==> config.mk <==
export PLATFORM = sky130hd
export DESIGN_NAME = lic_regbank
export DESIGN_NICKNAME = d
export VERILOG_FILES = /design/src/rtl/lic_pkg.sv /design/src/rtl/lic_idx_dec.sv /design/src/rtl/lic_wr_rule.sv /design/src/rtl/lic_rd_mux.sv /design/src/rtl/lic_regbank.sv
export SDC_FILE = /design/constraint.sdc
export NUM_CORES = 1
export LEC_CHECK = 0
export BUFFER_PORTS_ARGS = -buffer_cell sky130_fd_sc_hd__buf_2
export CAP_MARGIN = 40
export CORE_MARGIN = 10
export CORE_UTILIZATION = 45
export CTS_CLUSTER_SIZE = 24
export DETAILED_ROUTE_END_ITERATION = 6
export GPL_ROUTABILITY_DRIVEN = 0
export GPL_TIMING_DRIVEN = 1
export PLACE_DENSITY = 0.7
export RECOVER_POWER = 25
export SETUP_SLACK_MARGIN = 0.1
export SYNTH_ARGS = -nofsm -noshare
export SYNTH_HDL_FRONTEND = slang
export SYNTH_SLANG_ARGS = --single-unit
==> constraint.sdc <==
create_clock -name clk -period 5.36 [get_ports clk]
set_clock_uncertainty 0.15 [all_clocks]
set_input_delay 0.804 -clock clk [delete_from_list [all_inputs] [get_ports clk]]
set_output_delay 0.804 -clock clk [all_outputs]
set_load 0.02 [all_outputs]
==> src/rtl/lic_pkg.sv <==
package lic_pkg;

    localparam int unsigned DATA_W     = 32;
    localparam int unsigned NUM_STORED = 16;
    localparam int unsigned SLOT_W     = $clog2(NUM_STORED);
    localparam int unsigned SWEN_BIT   = 8;

    // index map
    localparam int unsigned IX_ID    = 0;
    localparam int unsigned IX_VER   = 1;
    localparam int unsigned IX_TPRI  = 2;
    localparam int unsigned IX_LDEST = 3;
    localparam int unsigned IX_DFMT  = 4;
    localparam int unsigned IX_SPUR  = 5;
    localparam int unsigned IX_ESTAT = 6;
    localparam int unsigned IX_LVT0  = 7;
    localparam int unsigned NUM_LVT  = 6;
    localparam int unsigned IX_ICNT  = 13;
    localparam int unsigned IX_CCNT  = 14;
    localparam int unsigned IX_DIV   = 15;
    localparam int unsigned IX_STATE = 16;

    localparam logic [DATA_W-1:0] MASK_LOW8   = 32'h0000_00FF;
    localparam logic [DATA_W-1:0] MASK_TOP8   = 32'hFF00_0000;
    localparam logic [DATA_W-1:0] FORCE_FMT   = 32'h0FFF_FFFF;
    localparam logic [DATA_W-1:0] LVT_KEEP    = 32'h0000_5000;
    localparam logic [DATA_W-1:0] MASK_DIV    = 32'h0000_000B;

    typedef enum logic [3:0] {
        K_PLAIN,
        K_LOW8,
        K_TOP8,
        K_FMT,
        K_RO,
        K_LVT,
        K_SPUR,
        K_ERR,
        K_DIV,
        K_STATE,
        K_NONE
    } reg_kind_e;

endpackage

==> src/rtl/lic_idx_dec.sv <==
module lic_idx_dec
    import lic_pkg::*;
#(
    parameter int unsigned IDX_W = 6
) (
    input  logic [IDX_W-1:0] idx,
    output reg_kind_e        kind
);

    logic [31:0] idx_w;

    always_comb begin
        idx_w = 32'(idx);
        if (idx_w >= IX_LVT0 && idx_w < IX_LVT0 + NUM_LVT) begin
            kind = K_LVT;
        end else begin
            case (idx_w)
                IX_ID, IX_TPRI:  kind = K_LOW8;
                IX_VER, IX_CCNT: kind = K_RO;
                IX_LDEST:        kind = K_TOP8;
                IX_DFMT:         kind = K_FMT;
                IX_SPUR:         kind = K_SPUR;
                IX_ESTAT:        kind = K_ERR;
                IX_ICNT:         kind = K_PLAIN;
                IX_DIV:          kind = K_DIV;
                IX_STATE:        kind = K_STATE;
                default:         kind = K_NONE;
            endcase
        end
    end

endmodule

==> src/rtl/lic_wr_rule.sv <==
module lic_wr_rule
    import lic_pkg::*;
(
    input  reg_kind_e         kind,
    input  logic [DATA_W-1:0] wdata,
    input  logic [DATA_W-1:0] cur,
    input  logic              arm,
    output logic              commit,
    output logic [DATA_W-1:0] new_val,
    output logic              arm_set,
    output logic              arm_clr,
    output logic              swen_ld
);

    always_comb begin
        commit  = 1'b1;
        new_val = wdata;
        arm_set = 1'b0;
        arm_clr = 1'b0;
        swen_ld = 1'b0;
        case (kind)
            K_PLAIN: new_val = wdata;
            K_LOW8:  new_val = wdata & MASK_LOW8;
            K_TOP8:  new_val = wdata & MASK_TOP8;
            K_FMT:   new_val = wdata | FORCE_FMT;
            K_LVT:   new_val = (wdata & ~LVT_KEEP) | (cur & LVT_KEEP);
            K_DIV:   new_val = wdata & MASK_DIV;
            K_SPUR: begin
                new_val = wdata;
                swen_ld = 1'b1;
            end
            K_ERR: begin
                if (arm) begin
                    new_val = '0;
                    arm_clr = 1'b1;
                end else begin
                    commit  = 1'b0;
                    arm_set = 1'b1;
                end
            end
            default: commit = 1'b0;
        endcase
    end

endmodule

==> src/rtl/lic_rd_mux.sv <==
module lic_rd_mux
    import lic_pkg::*;
(
    input  reg_kind_e                           kind,
    input  logic [SLOT_W-1:0]                   slot,
    input  logic [NUM_STORED-1:0][DATA_W-1:0]   regs,
    input  logic                                arm,
    input  logic                                sw_en,
    output logic [DATA_W-1:0]                   rdata
);

    always_comb begin
        case (kind)
            K_NONE:  rdata = '0;
            K_STATE: begin
                rdata           = '0;
                rdata[0]        = arm;
                rdata[SWEN_BIT] = sw_en;
            end
            default: rdata = regs[slot];
        endcase
    end

endmodule

==> src/rtl/lic_regbank.sv <==
module lic_regbank
    import lic_pkg::*;
#(
    parameter int unsigned       IDX_W        = 6,
    parameter logic [31:0]       VERSION_WORD = 32'h0005_0014
) (
    input  logic             clk,
    input  logic             rst_n,
    input  logic [IDX_W-1:0] idx,
    input  logic             wr_en,
    input  logic [31:0]      wr_data,
    input  logic             rd_en,
    output logic [31:0]      rd_data,
    output logic             unimpl,
    output logic             sw_enable
);

    typedef struct packed {
        logic [NUM_STORED-1:0][DATA_W-1:0] regs;
        logic                              arm;
        logic                              sw_en;
        logic [DATA_W-1:0]                 rdata;
        logic                              unimpl;
    } bank_t;

    bank_t st_d, st_q;

    reg_kind_e         kind;
    logic [SLOT_W-1:0] slot;
    logic              commit, arm_set, arm_clr, swen_ld;
    logic [DATA_W-1:0] new_val, rd_word;

    assign slot = idx[SLOT_W-1:0];

    lic_idx_dec #(.IDX_W(IDX_W)) u_dec (
        .idx  (idx),
        .kind (kind)
    );

    lic_wr_rule u_wr (
        .kind    (kind),
        .wdata   (wr_data),
        .cur     (st_q.regs[slot]),
        .arm     (st_q.arm),
        .commit  (commit),
        .new_val (new_val),
        .arm_set (arm_set),
        .arm_clr (arm_clr),
        .swen_ld (swen_ld)
    );

    lic_rd_mux u_rd (
        .kind  (kind),
        .slot  (slot),
        .regs  (st_q.regs),
        .arm   (st_q.arm),
        .sw_en (st_q.sw_en),
        .rdata (rd_word)
    );

    always_comb begin
        st_d = st_q;
        if (wr_en) begin
            if (commit)  st_d.regs[slot] = new_val;
            if (arm_set) st_d.arm = 1'b1;
            if (arm_clr) st_d.arm = 1'b0;
            if (swen_ld) st_d.sw_en = wr_data[SWEN_BIT];
        end
        if (rd_en) begin
            st_d.rdata = rd_word;
            if (kind == K_ERR) st_d.arm = 1'b0;
        end
        st_d.unimpl = (rd_en || wr_en) && (kind == K_NONE);
    end

    always_ff @(posedge clk or negedge rst_n) begin
        if (!rst_n) begin
            st_q              <= '0;
            st_q.regs[IX_VER] <= VERSION_WORD;
        end else begin
            st_q <= st_d;
        end
    end

    assign rd_data   = st_q.rdata;
    assign unimpl    = st_q.unimpl;
    assign sw_enable = st_q.sw_en;

endmodule

==> run metrics <==
Total GRT Usage 19.97%; share of cells above drive strength 1 19.33%; Filler cells 4641; initial antenna violation count 0; Synth Net Count 2212; DR WL/cell 21.64 µm; gr ovfl total 0; mean post-synth cell area 11.30 µm²; Post-DP HPWL 38920 µm; Hold Buf Count CTS 0; cts repair resizes 0; Fmax 249.1 MHz; Buf/Inv on CP 2; VDD IR max 0.2315 mV; Hold Slack -0.01343 ns; max incr delay on CP 2.35 ns; core area 53810 µm²; fin area 27340 µm²; Post-synth top flop dfrtp_1; CP startpoint kind input pin; crit-path max FO 135; post-DR vias/cell 5.850; Max transition margin -119.6%; worst setup path category in -> async; CP delay by family, top buffers and inverters; Pint 7731 µW; setup repair bufs after CTS 0; failing checks negative hold slack, max-capacitance violations, max-slew violations; final wirelength 62760 µm; clock-pin slew on the worst setup and hold paths 0.06 ns; leakage 0.01213 µW; Seq cells post-synth 547; Die W 253.1 µm; Longest Clk Path Bufs 3; most frequent cells after synthesis dfrtp_1, nand2_1, o21ai_0; share of the synthesized area in the top cell type 55.56%; TNS Setup 0 ns; crit path cell chain buf_8, clkbuf_2; worst-skew pair later-pin latency 0.63 ns; synth top area cells dfrtp_1, mux4_2, o21ai_0; register area share after synthesis 55.99%; TritonCTS clock tree built; post-layout min period 4.014 ns; PwrDens 378.9 nW/µm²; Sw Share 25.37%; Die H 253.1 µm; first-pass GRT wire length 100500 µm; worst hold path type in -> async; Switch Pwr 2628 µW; status complete, but fails checks; Clk network pwr share 40.4%; worst setup margin 1.346 ns; Slew Limit Fails 416; WP data required 5.19 ns; Logic pwr share 12.1%; cell count of the worst reg-to-reg path 6; Sink Count 547; Post-DP Area 25400 µm²; htree depth 2; Placement Setup Slack 0.7454 ns; Initial Util 45.45%; clock root cell clkbuf_16; CTS buffer count 55; post-synthesis cell type count 57; Synth Cell Area 24460 µm²; Final setup viols 0; Post-synth ARST share 100.0%; DRC Markers 0; CP Capture Type asynchronous set/reset pin; FP Rows 85; Antenna diodes 0; max-cap viol count 4; I/O pins 76; cell count after synthesis 2164; drt pass-1 iters 5; Worst EP arrival 3.84 ns; DR iter-0 viols 1760; Via Count 16970; final net count 2206; critical path depth in cells 2; Yosys top cell by area dfrtp_1; vias in the first global route 17310; critical path's slowest cell clkbuf_2; Routed Antenna Nets 0; count leader, synth dfrtp_1; worst slew pin tran 3.294 ns; Flop pwr share 47.5%; Tcrit/Tclk final 74.89%; pin count of the biggest net entering global routing 136; EDFF count, synth 0; synthesis-to-finish area growth 11.79%; RSZ-0062 raised after global routing false; Die Footprint 64070 µm²; yosys warns 0; count of final hold-check violations 4; Port Buf Inserts 75
==> routing by layer <==
layer	vias up	share of wire [%]	global-route usage, %
met5	-	0	0
met3	119	6.4	3.773
li1	7615	-	-
met1	8686	42	26.43
met4	0	2.8	6.624
met2	545	48	32.69
==> cell usage in the layout, fill, tap and decap left out, drive strengths merged, types with 3 or more instances in the layout <==
cell     Yosys  final
a21oi       27     27
a2bb2oi     42     42
buf        111    122
bufinv       0      8
clkbuf      79     88
clkinv       0      6
dfrtp      543    543
dfstp        4      4
ha           6      6
inv         34     38
mux2        21     21
mux2i        8      8
mux4       158    158
nand2      492    492
nand3       34     34
nand4        6      6
nor2        57     57
nor2b        5      5
nor3         6      6
o211ai       3      3
o21ai      488    488
o22ai        8      8
o31ai        3      3
==> stage by stage <==
stage	power [µW]	std cells	util, %
floorplan	5802	2164	-
CTS	10430	2900	50.89
detailed placement	6244	2797	47.20
finish	10360	2900	50.80
global placement	6159	2793	47.05
global route	10800	2900	50.80
==> power groups by stage <==
stage	Clock [µW]	Sequential, µW	Combinational (µW)
5_1_grt	4430	4970	1400
3_5_place_dp	0	4980	1260
6_report	4190	4920	1250
3_3_place_gp	0	4950	1210
2_1_floorplan	0	4890	914
4_1_cts	4240	4910	1270
==> sequential cells by signal, summed over array words and instances, names as in the netlist <==
register / cells
st_q: 513
rd_data: 32
sw_enable: 1
unimpl: 1
==> cell families after synthesis <==
family                     after synthesis  share of synthesized area, %
xor gates and xnor gates                 1                       0.06653
and+or+nand+nor                        615                         10.02
muxes                                  187                         15.84
DFF                                    547                         55.99
adders and majority gates                6                        0.3070
AOI/OAI and AO/OA                      584                         13.45
buffers and inverters                  224                         4.323
==> layout make-up <==
cell class | count | area (µm²) | area share [%]
inverters | 34 | 127.6 | 0.4668
clock buffers | 83 | 1642 | 6.005
well taps | 696 | 870.8 | 3.185
multi-input cells | 1393 | 9804 | 35.86
clock inverters | 20 | 346.6 | 1.268
flip-flops and latches | 547 | 13690 | 50.09
repair buffers | 127 | 854.6 | 3.126
==> path summary, 6_finish.rpt <==
| check | start | endpoint | slack, ns |
|---|---|---|---|
| min reg2reg | st_q[85] | st_q[85] | 0.31 |
| max reg2reg | st_q[34] | st_q[210] | 2.56 |
| min | rst_n | st_q[295] | -0.01 |
| max in group clk | idx[0] | st_q[210] | 1.37 |
| min in group clk | st_q[85] | st_q[85] | 0.31 |
| max | rst_n | st_q[544] | 1.35 |
(Power assumes the default switching activity.)
